[src/rtl/cnt_pkg.sv]
package cnt_pkg;

    typedef enum logic {
        DIR_UP   = 1'b0,
        DIR_DOWN = 1'b1
    } dir_e;

    typedef struct packed {
        logic ld;
        logic cnt_en;
        dir_e dir;
    } slice_ctrl_t;

    // Enable handed to the next slice: this slice is at its terminal value
    function automatic logic pass_enable(input logic t_in, input logic q, input dir_e dir);
        return t_in & ((dir == DIR_DOWN) ? ~q : q);
    endfunction

    // Next value of a slice with a clocked load
    function automatic logic next_bit(input logic q, input logic d, input logic t_in,
                                      input logic ld);
        return ld ? d : (q ^ t_in);
    endfunction

endpackage

[src/rtl/cnt_bit_slice.sv]
module cnt_bit_slice
    import cnt_pkg::*;
#(
    parameter bit ASYNC_LOAD = 1'b0
) (
    input  logic        clk,
    input  logic        rst,
    input  slice_ctrl_t ctrl,
    input  logic        d,
    input  logic        t_in,
    output logic        q,
    output logic        t_out
);

    logic q_r;

    generate
        if (ASYNC_LOAD) begin : g_async
            logic pre_n_act;
            logic clr_act;
            // Data steers the preset/clear overrides while load is high
            assign clr_act   = rst | (ctrl.ld & ~d);
            assign pre_n_act = ~rst & ctrl.ld & d;

            always_ff @(posedge clk or posedge clr_act or posedge pre_n_act) begin
                if (clr_act) begin
                    q_r <= 1'b0;
                end else if (pre_n_act) begin
                    q_r <= 1'b1;
                end else begin
                    q_r <= q_r ^ t_in;
                end
            end
        end else begin : g_sync
            always_ff @(posedge clk) begin
                if (rst) begin
                    q_r <= 1'b0;
                end else begin
                    q_r <= next_bit(q_r, d, t_in, ctrl.ld);
                end
            end
        end
    endgenerate

    assign q     = q_r;
    assign t_out = pass_enable(t_in, q_r, ctrl.dir);

endmodule

[src/rtl/cnt_slice_chain.sv]
module cnt_slice_chain
    import cnt_pkg::*;
#(
    parameter int unsigned WIDTH      = 8,
    parameter bit          ASYNC_LOAD = 1'b0
) (
    input  logic             clk,
    input  logic             rst,
    input  slice_ctrl_t      ctrl,
    input  logic [WIDTH-1:0] din,
    output logic [WIDTH-1:0] q,
    output logic             t_top
);

    localparam int unsigned NLINK = WIDTH + 1;

    logic [NLINK-1:0] tlink;

    assign tlink[0] = ctrl.cnt_en;

    for (genvar j = 0; j < WIDTH; j++) begin : g_slice
        cnt_bit_slice #(
            .ASYNC_LOAD(ASYNC_LOAD)
        ) i_slice (
            .clk  (clk),
            .rst  (rst),
            .ctrl (ctrl),
            .d    (din[j]),
            .t_in (tlink[j]),
            .q    (q[j]),
            .t_out(tlink[j+1])
        );
    end

    assign t_top = tlink[NLINK-1];

endmodule

[src/rtl/updown_slice_counter.sv]
module updown_slice_counter
    import cnt_pkg::*;
#(
    parameter int unsigned WIDTH      = 8,
    parameter bit          ASYNC_LOAD = 1'b0
) (
    input  logic             clk,
    input  logic             rst,
    input  logic             ld,
    input  logic             en,
    input  logic             cin,
    input  logic             down,
    input  logic [WIDTH-1:0] din,
    output logic [WIDTH-1:0] q,
    output logic             rco
);

    slice_ctrl_t ctrl;

    always_comb begin
        ctrl.ld     = ld;
        ctrl.cnt_en = en & cin;
        ctrl.dir    = down ? DIR_DOWN : DIR_UP;
    end

    cnt_slice_chain #(
        .WIDTH     (WIDTH),
        .ASYNC_LOAD(ASYNC_LOAD)
    ) i_chain (
        .clk  (clk),
        .rst  (rst),
        .ctrl (ctrl),
        .din  (din),
        .q    (q),
        .t_top(rco)
    );

endmodule

[config.mk]
export PLATFORM = sky130hd
export DESIGN_NAME = updown_slice_counter
export DESIGN_NICKNAME = d
export VERILOG_FILES = /design/src/rtl/cnt_pkg.sv /design/src/rtl/cnt_bit_slice.sv /design/src/rtl/cnt_slice_chain.sv /design/src/rtl/updown_slice_counter.sv
export SDC_FILE = /design/constraint.sdc
export NUM_CORES = 1
export LEC_CHECK = 0
export BUFFER_PORTS_ARGS = -buffer_cell sky130_fd_sc_hd__clkbuf_2
export CORE_UTILIZATION = 35
export CTS_CLUSTER_SIZE = 40
export DETAILED_ROUTE_END_ITERATION = 10
export GPL_TIMING_DRIVEN = 0
export PLACE_DENSITY = 0.6
export SLEW_MARGIN = 20
export SYNTH_ARGS = -nofsm -noshare
export SYNTH_HDL_FRONTEND = slang
export SYNTH_HIERARCHICAL = 1
export SYNTH_SLANG_ARGS = --single-unit
export TNS_END_PERCENT = 5
[constraint.sdc]
create_clock -name clk -period 4.2 [get_ports clk]
set_input_delay 0.84 -clock clk [delete_from_list [all_inputs] [get_ports clk]]
set_output_delay 0.84 -clock clk [all_outputs]
set_load 0.05 [all_outputs]
==> results of run 1 <==
## per-stage QoR
stage                     util, %  power, mW
final                        50.4      0.208
after detailed placement     48.7      0.154
after floorplan                 -      0.135
after global routing         50.4      0.223
after CTS                    50.4      0.212
after global placement       48.7      0.153
## Yosys cell counts
library cell	number	area, um2
nor2b_1	8	50.1
xnor2_1	8	70.1
xor2_1	8	70.1
inv_1	8	30.0
and2_1	9	56.3
dfxtp_1	8	160
a211oi_2	8	100
## cells by family (layout without fill, tap and decap cells)
family                    after synthesis  after routing
DFF                                     8              8
AOI/OAI and AO/OA                       8              8
xor gates and xnor gates               16             16
buffers and inverters                   8             33
and+or+nand+nor                        17             17
## routing by layer
metal  vias to the layer above  part of all wire (%)  GRT usage [%]
met3                         2                   8.1           8.15
met5                         -                     0              0
met4                         0                   1.0           7.26
met1                       205                    39           10.4
met2                        16                    52           23.4
li1                        229                     -              -
## worst max path at each step
stage / slack (ns) / from / end
4_1_cts: 0.58 / down / rco
2_1_floorplan: 0.95 / en / rco
6_report: 0.63 / down / rco
5_1_grt: 0.41 / down / rco
3_5_place_dp: 0.59 / down / rco
3_3_place_gp: 0.62 / down / rco
## report_power, final
group	switching, mW	internal [mW]
clock network	0.0246	0.0326
logic	0.0393	0.0241
registers	0.00587	0.0821
## final cells by class
cell class / count / area (um2)
fill: 149 / 678
inverter: 8 / 30.0
multi-input combinational: 41 / 347
timing repair buffer: 22 / 110
tap: 15 / 18.8
clock buffer: 3 / 22.5
sequential: 8 / 160
## critical path, delay by kind of cell
family	cells	cell delay, ns
AND/OR/NAND/NOR	8	1.25
buffers and inverters	2	0.50
XOR/XNOR	1	0.16
==> metrics.txt, run 1 <==
hold depth 2; P per Cell Area 303 nW/um2; most common cell after layout, fill and taps aside clkbuf_2; worst r2r path cells 10; Critical Path Fanout Max 8; Post-CTS Setup Bufs 0; Slew Viols, Final 0; synth warn 6; Die X-Extent a little over 40 um; Synth Instances 57; MaxCap Viol Count 0; number of global-route vias before repair around 360; required time of the critical path between 3 and 4 ns; slowest stage delay, CP roughly 0.27 ns; Vias/cell 4.66; H-tree lvl count 1; start of the worst register-to-register path i_chain/g_slice[0].i_slice/q; RSZ-0062 raised after global routing false; status finished, final reports clean; clk_skew 0.0000802 ns; Resized Gates After CTS 0; # IOs 23; Layout area overhead 28.2%; CP cell instances clkbuf_2 -> xor2_1 -> and2_1 -> and2_1 -> and2_1 -> and2_1 -> and2_1 -> and2_1 -> and2_1 -> and2_1 -> clkbuf_2; Clk Latency, worst-skew pair between 0.2 and 0.3 ns; r2r setup slk ~2.2 ns; overall routing resource usage 12.9%; clk sinks 8; Routed WL per cell 8.94 um; crit start category input port; gpl congestion between 0.5 and 0.6; die area 1690 um2; library cells used by synthesis 7; Least-Margin Pin Slew between 0.2 and 0.3 ns; mux cell area share after synthesis 0%; Cells after DPL 94; fmax ~0.28 GHz; Die Span Y approximately 41 um; Max clock buf depth 2; cts hold-fix bufs 0; Compound-Gate Fraction of Synth Area between 10% and 20%; critical setup path kind input port to output port; period utilization 85.1%; pre-CTS WS about 0.6 ns; Non-Filler Instances 97; hold path start i_chain/g_slice[4].i_slice/q; crit-path most repeated cell and2_1; DP Area around 670 um2; Synth Area in XOR/XNOR 26.1%; post-route cell area around 700 um2; minimum clock period 3.57 ns; Synth Area per Inst about 9.4 um2; row count 13; maximum number of pins on one net before global-route repair 17; Final ANT Viol Nets 0; final setup margin about 0.63 ns; initial antenna violation count 0; register area share after synthesis 29.8%; Worst R2R End i_chain/g_slice[7].i_slice/q; initial cell density of the core between 30% and 40%; layout cells sized above 1 40.2%; final wirelength roughly 870 um; most frequent cells in the layout 22 x clkbuf_2, 9 x and2_1; Leak 0.331 nW; peak supply drop around 0.16 mV; total grt overflow 0; total iterations of the first detailed-routing run 2; buffers added on ports 22; Post-Synth Simple-Gate Area between 10% and 20%; largest family of logic cells by synthesized area XOR/XNOR gates; Slowest-stage cell, CP clkbuf_2; core region area between 1000 and 1500 um2; final setup vio count 0; max FFs per register 8; first-pass GRT wire length between 1 and 1.5 mm; Synth Area in Adders 0%; fin nets just under 100; Slew headroom about four fifths; Final Hold Fails 0; Cell Area, Synth around 540 um2; CP endpoint kind output port; setup_tns 0 ns; detailed-route via count between 400 and 500; CTS tree done; TritonCTS Buffers 3; Fin Hold WS around 0.61 ns; Iter 0 DRT Violations 2; drt drc 0; Hold EP i_chain/g_slice[4].i_slice/q; Synthesized Nets between 70 and 80; CTS clk-pin slew, worst paths 0.05 ns; Hold Path Class register to register; diode count 0; #FFs+latches synth 8; root buffer cell clkbuf_4; crit path DAT 2.73 ns
Power figures use the tool's default switching activity.
==> run 2: changes to the inputs <==
Settings changed: BUFFER_PORTS_ARGS -buffer_cell sky130_fd_sc_hd__clkbuf_2 to default, DONT_BUFFER_PORTS from default to 1, PLACE_DENSITY 0.6 to 0.47.
==> metrics.txt, run 2 (synthesized netlist as in run 1, its figures left out) <==
# IOs 23 (unchanged); clk sinks 8 (unchanged); total grt overflow 0 (unchanged); M1 WL 413 um (+24%); drt drc 0 (unchanged); Hold Path Class input port to register; gpl congestion 0.598 (+1.3%); maximum number of pins on one net before global-route repair 17 (unchanged); first-pass GRT wire length 1.43 mm (+6.7%); start of the worst register-to-register path i_chain/g_slice[0].i_slice/q; metal2 WL 487 um (+7.7%); buffers added on ports 0 (-100%); final wirelength 969 um (+12%); core region area 1370 um2 (unchanged); hold path start rst; Clk Latency, worst-skew pair 0.25 ns (about the same); TritonCTS Buffers 3 (unchanged); Vias/cell 5.05 (+8.4%); hold depth 1 (-1); root buffer cell clkbuf_4; final setup vio count 0 (unchanged); crit start category register; layout cells sized above 1 18.3% (-22 points); minimum clock period 3.57 ns (-0.000579 ns); Slew Viols, Final 0 (unchanged); MaxCap Viol Count 0 (unchanged); P per Cell Area 336 nW/um2 (+11%); worst r2r path cells 10 (unchanged); Final ANT Viol Nets 0 (unchanged); CTS tree done; fmax 0.280 GHz (about the same); utilization after layout 42.3% (-8.1 points); Routed WL per cell 12.9 um (+45%); Resized Gates After CTS 0 (unchanged); Least-Margin Pin Slew 0.597 ns (+0.321 ns); max FFs per register 8 (unchanged); setup_tns 0 ns (unchanged); r2r setup slk 1.76 ns (-0.42 ns); Iter 0 DRT Violations 3 (+1); Slew headroom 60.1% (-22 points); Hold EP i_chain/g_slice[1].i_slice/q; pre-CTS WS 0.764 ns (+0.174 ns); critical setup path kind register to output port; Max clock buf depth 2 (unchanged); total iterations of the first detailed-routing run 2 (unchanged); Layout area overhead 7.69%; peak supply drop 0.129 mV (-19%); status finished, final reports clean; CP endpoint kind output port; uppermost layer routed met3; period utilization 85.1% (about the same); cts hold-fix bufs 0 (unchanged); clk_skew 0.00156 ns (+0.00148 ns); Critical Path Fanout Max 3 (-5); row count 13 (unchanged); most common cell after layout, fill and taps aside and2_1; number of global-route vias before repair 369 (+1.7%); detailed-route via count 379 (-16%); Worst R2R End i_chain/g_slice[7].i_slice/q; Leak 0.237 nW (-28%); diode count 0 (unchanged); overall routing resource usage 13.4% (+0.48 points); CTS clk-pin slew, worst paths 0.05 ns (about the same); Post-CTS Setup Bufs 0 (unchanged); H-tree lvl count 1 (unchanged); Die Span Y 41.2 um (unchanged); initial antenna violation count 0 (unchanged); fin nets 76 (-22%); crit path DAT 2.73 ns (about the same); initial cell density of the core 39.3% (unchanged); final setup margin 0.626 ns (+0.000579 ns); routed length on met3 68 um (-2.9%); die area 1690 um2 (unchanged); required time of the critical path 3.36 ns (about the same); Die X-Extent 41.2 um (unchanged); Final Hold Fails 0 (unchanged); RSZ-0062 raised after global routing false
-- run 2: where the power goes --
group / leakage, nW / internal, mW / switching, mW
sequential: 0.0666 / 0.0819 / 0.0276
combinational: 0.156 / 0.0166 / 0.0112
clock: 0.0138 / 0.0326 / 0.0245
total: 0.237 / 0.131 / 0.0633
-- run 2: final cells by class --
class / instances / area (um2)
clock buffers: 3 / 22.5
flip-flops and latches: 8 / 160
inverters: 8 / 30.0
well taps: 15 / 18.8
multi-input cells: 41 / 347
fillers: 154 / 788
-- run 2: per-stage QoR --
| step | total power, mW | area, um2 | hold WS [ns] | instances |
|---|---|---|---|---|
| 6_report | 0.194 | 578 | 0.649 | 75 |
| 5_1_grt | 0.207 | 578 | 0.630 | 75 |
| 4_1_cts | 0.199 | 578 | 0.636 | 75 |
| 3_5_place_dp | 0.139 | 556 | 0.852 | 72 |
| 3_3_place_gp | 0.137 | 556 | 0.840 | 72 |
| 2_1_floorplan | 0.135 | 537 | 0.826 | 57 |
-- run 2: worst max-delay path by stage --
| stage | cells past startpoint | end | slack [ns] | from |
|---|---|---|---|---|
| 5_1_grt | 9 | rco | 0.42 | i_chain/g_slice[0].i_slice/q |
| 6_report | 9 | rco | 0.63 | i_chain/g_slice[0].i_slice/q |
| 3_3_place_gp | 9 | rco | 0.84 | en |
| 4_1_cts | 9 | rco | 0.58 | i_chain/g_slice[0].i_slice/q |
| 2_1_floorplan | 9 | rco | 0.95 | en |
| 3_5_place_dp | 9 | rco | 0.76 | en |
-- run 2: worst max-delay path, cell delays in order, from the launching register on --
cell	delay, ns
dfxtp_1	0.68
xor2_1	0.20
and2_1	0.17
and2_1	0.16
and2_1	0.16
and2_1	0.16
and2_1	0.16
and2_1	0.17
and2_1	0.17
and2_1	0.45
-- run 2: layer usage --
metal  up-vias  track usage [%]
li1        189                -
met1       175             14.1
met2        15             23.4
met3         0             4.35
met4         0             7.26
met5         -                0
==> run 3: changes to the inputs <==
Settings changed: CORE_MARGIN from default to 2.
==> metrics.txt, run 3 (synthesized netlist as in run 1, its figures left out) <==
# IOs 23 (unchanged); Final ANT Viol Nets 0 (unchanged); Register Area 160 um2 (unchanged); Resized Gates After CTS 0 (unchanged); clk sinks 8 (unchanged); overall power 0.197 mW (+1.4%); clk_skew 0.000288 ns (-0.00127 ns); crit path DAT 2.70 ns (-0.03 ns); buffers added on ports 0 (unchanged); Max clock buf depth 2 (unchanged); maximum number of pins on one net before global-route repair 17 (unchanged); RSZ-0062 raised after global routing false; Clk Latency, worst-skew pair 0.25 ns (about the same); initial antenna violation count 0 (unchanged); CTS clk-pin slew, worst paths 0.06 ns (about the same); root buffer cell clkbuf_4; layout cells sized above 1 18.3% (unchanged); core region area 1470 um2 (+7.7%); max FFs per register 8 (unchanged); minimum clock period 3.54 ns (-0.0391 ns); Post-CTS Setup Bufs 0 (unchanged); Slew headroom 60.4% (+0.30 points); fmax 0.283 GHz (+1.1%); total grt overflow 0 (unchanged); first-pass GRT wire length 1.41 mm (-0.98%); Routed WL per cell 12.3 um (-4.6%); DP Area 557 um2 (+0.23%); number of global-route vias before repair 360 (-2.4%); Final Hold Fails 0 (unchanged); final setup vio count 0 (unchanged); fin nets 76 (unchanged); area of the multi-input gates 347 um2 (unchanged); status finished, final reports clean; most common cell after layout, fill and taps aside and2_1; critical setup path kind register to output port; TritonCTS Buffers 3 (unchanged); gpl congestion 0.578 (-3.4%); drt drc 0 (unchanged); post-route cell area 579 um2 (+0.22%); peak supply drop 0.149 mV (+15%); P per Cell Area 340 nW/um2 (+1.2%); required time of the critical path 3.36 ns (about the same); H-tree lvl count 1 (unchanged); Critical Path Fanout Max 3 (unchanged); Leak 0.237 nW (unchanged); Iter 0 DRT Violations 1 (-2); hpwl dp around 660 um; Layout area overhead 7.93%; Least-Margin Pin Slew 0.593 ns (-0.00456 ns); Die X-Extent 43.2 um (+4.9%); Slew Viols, Final 0 (unchanged); overall routing resource usage 10.8% (-2.6 points); CTS tree done; crit start category register; initial cell density of the core 36.5% (-2.8 points); Hold Path Class input port to register; row count 14 (+1); pre-CTS WS 0.807 ns (+0.0430 ns); final setup margin 0.665 ns (+0.0391 ns); die area 1860 um2 (+10%); detailed-route via count 367 (-3.2%); diode count 0 (unchanged); setup_tns 0 ns (unchanged); Die Span Y 43.2 um (+4.9%); Fin Hold WS 0.642 ns (-0.00651 ns); Vias/cell 4.83 (-4.4%); total iterations of the first detailed-routing run 2 (unchanged); MaxCap Viol Count 0 (unchanged); cts hold-fix bufs 0 (unchanged); final wirelength 937 um (-3.3%); CP endpoint kind output port; period utilization 84.2% (-0.93 points); fillers 160 (+3.9%)
run 3: final cells by class:
type                    instances  area share, %
multi-input cells              41           59.8
flip-flops and latches          8           27.6
inverters                       8           5.18
clock buffers                   3           3.89
well taps                      16           3.46
run 3: through the flow:
stage,util [%],cells
2_1_floorplan,-,57
3_3_place_gp,37.8,73
3_5_place_dp,37.8,73
4_1_cts,39.4,76
5_1_grt,39.4,76
6_report,39.4,76
run 3: final timing paths:
check / from / end / slack, ns / cells past startpoint
setup / recovery: i_chain/g_slice[0].i_slice/q / rco / 0.66 / 9
hold / removal: rst / i_chain/g_slice[1].i_slice/q / 0.64 / 1
setup reg to reg: i_chain/g_slice[0].i_slice/q / i_chain/g_slice[7].i_slice/q / 1.81 / 10
hold reg to reg: i_chain/g_slice[4].i_slice/q / i_chain/g_slice[4].i_slice/q / 0.86 / 2
run 3: power breakdown:
part | internal, mW | switching (mW)
sequential | 0.0818 | 0.0273
clock | 0.0328 | 0.0279
combinational | 0.0166 | 0.0106
run 3: critical path, stage by stage, from the launching register on:
cell and delay, ns:
dfxtp_1 0.68, xor2_1 0.18, and2_1 0.18, and2_1 0.17, and2_1 0.16, and2_1 0.16, and2_1 0.16, and2_1 0.16
and2_1 0.16, and2_1 0.44
run 3: per-layer routing:
metal,vias up,track usage (%),share of wire [%]
met3,2,4.26,10
met5,-,0,0
met4,0,9.09,0.53
met1,163,11.7,41
li1,186,-,-
met2,16,16.1,49
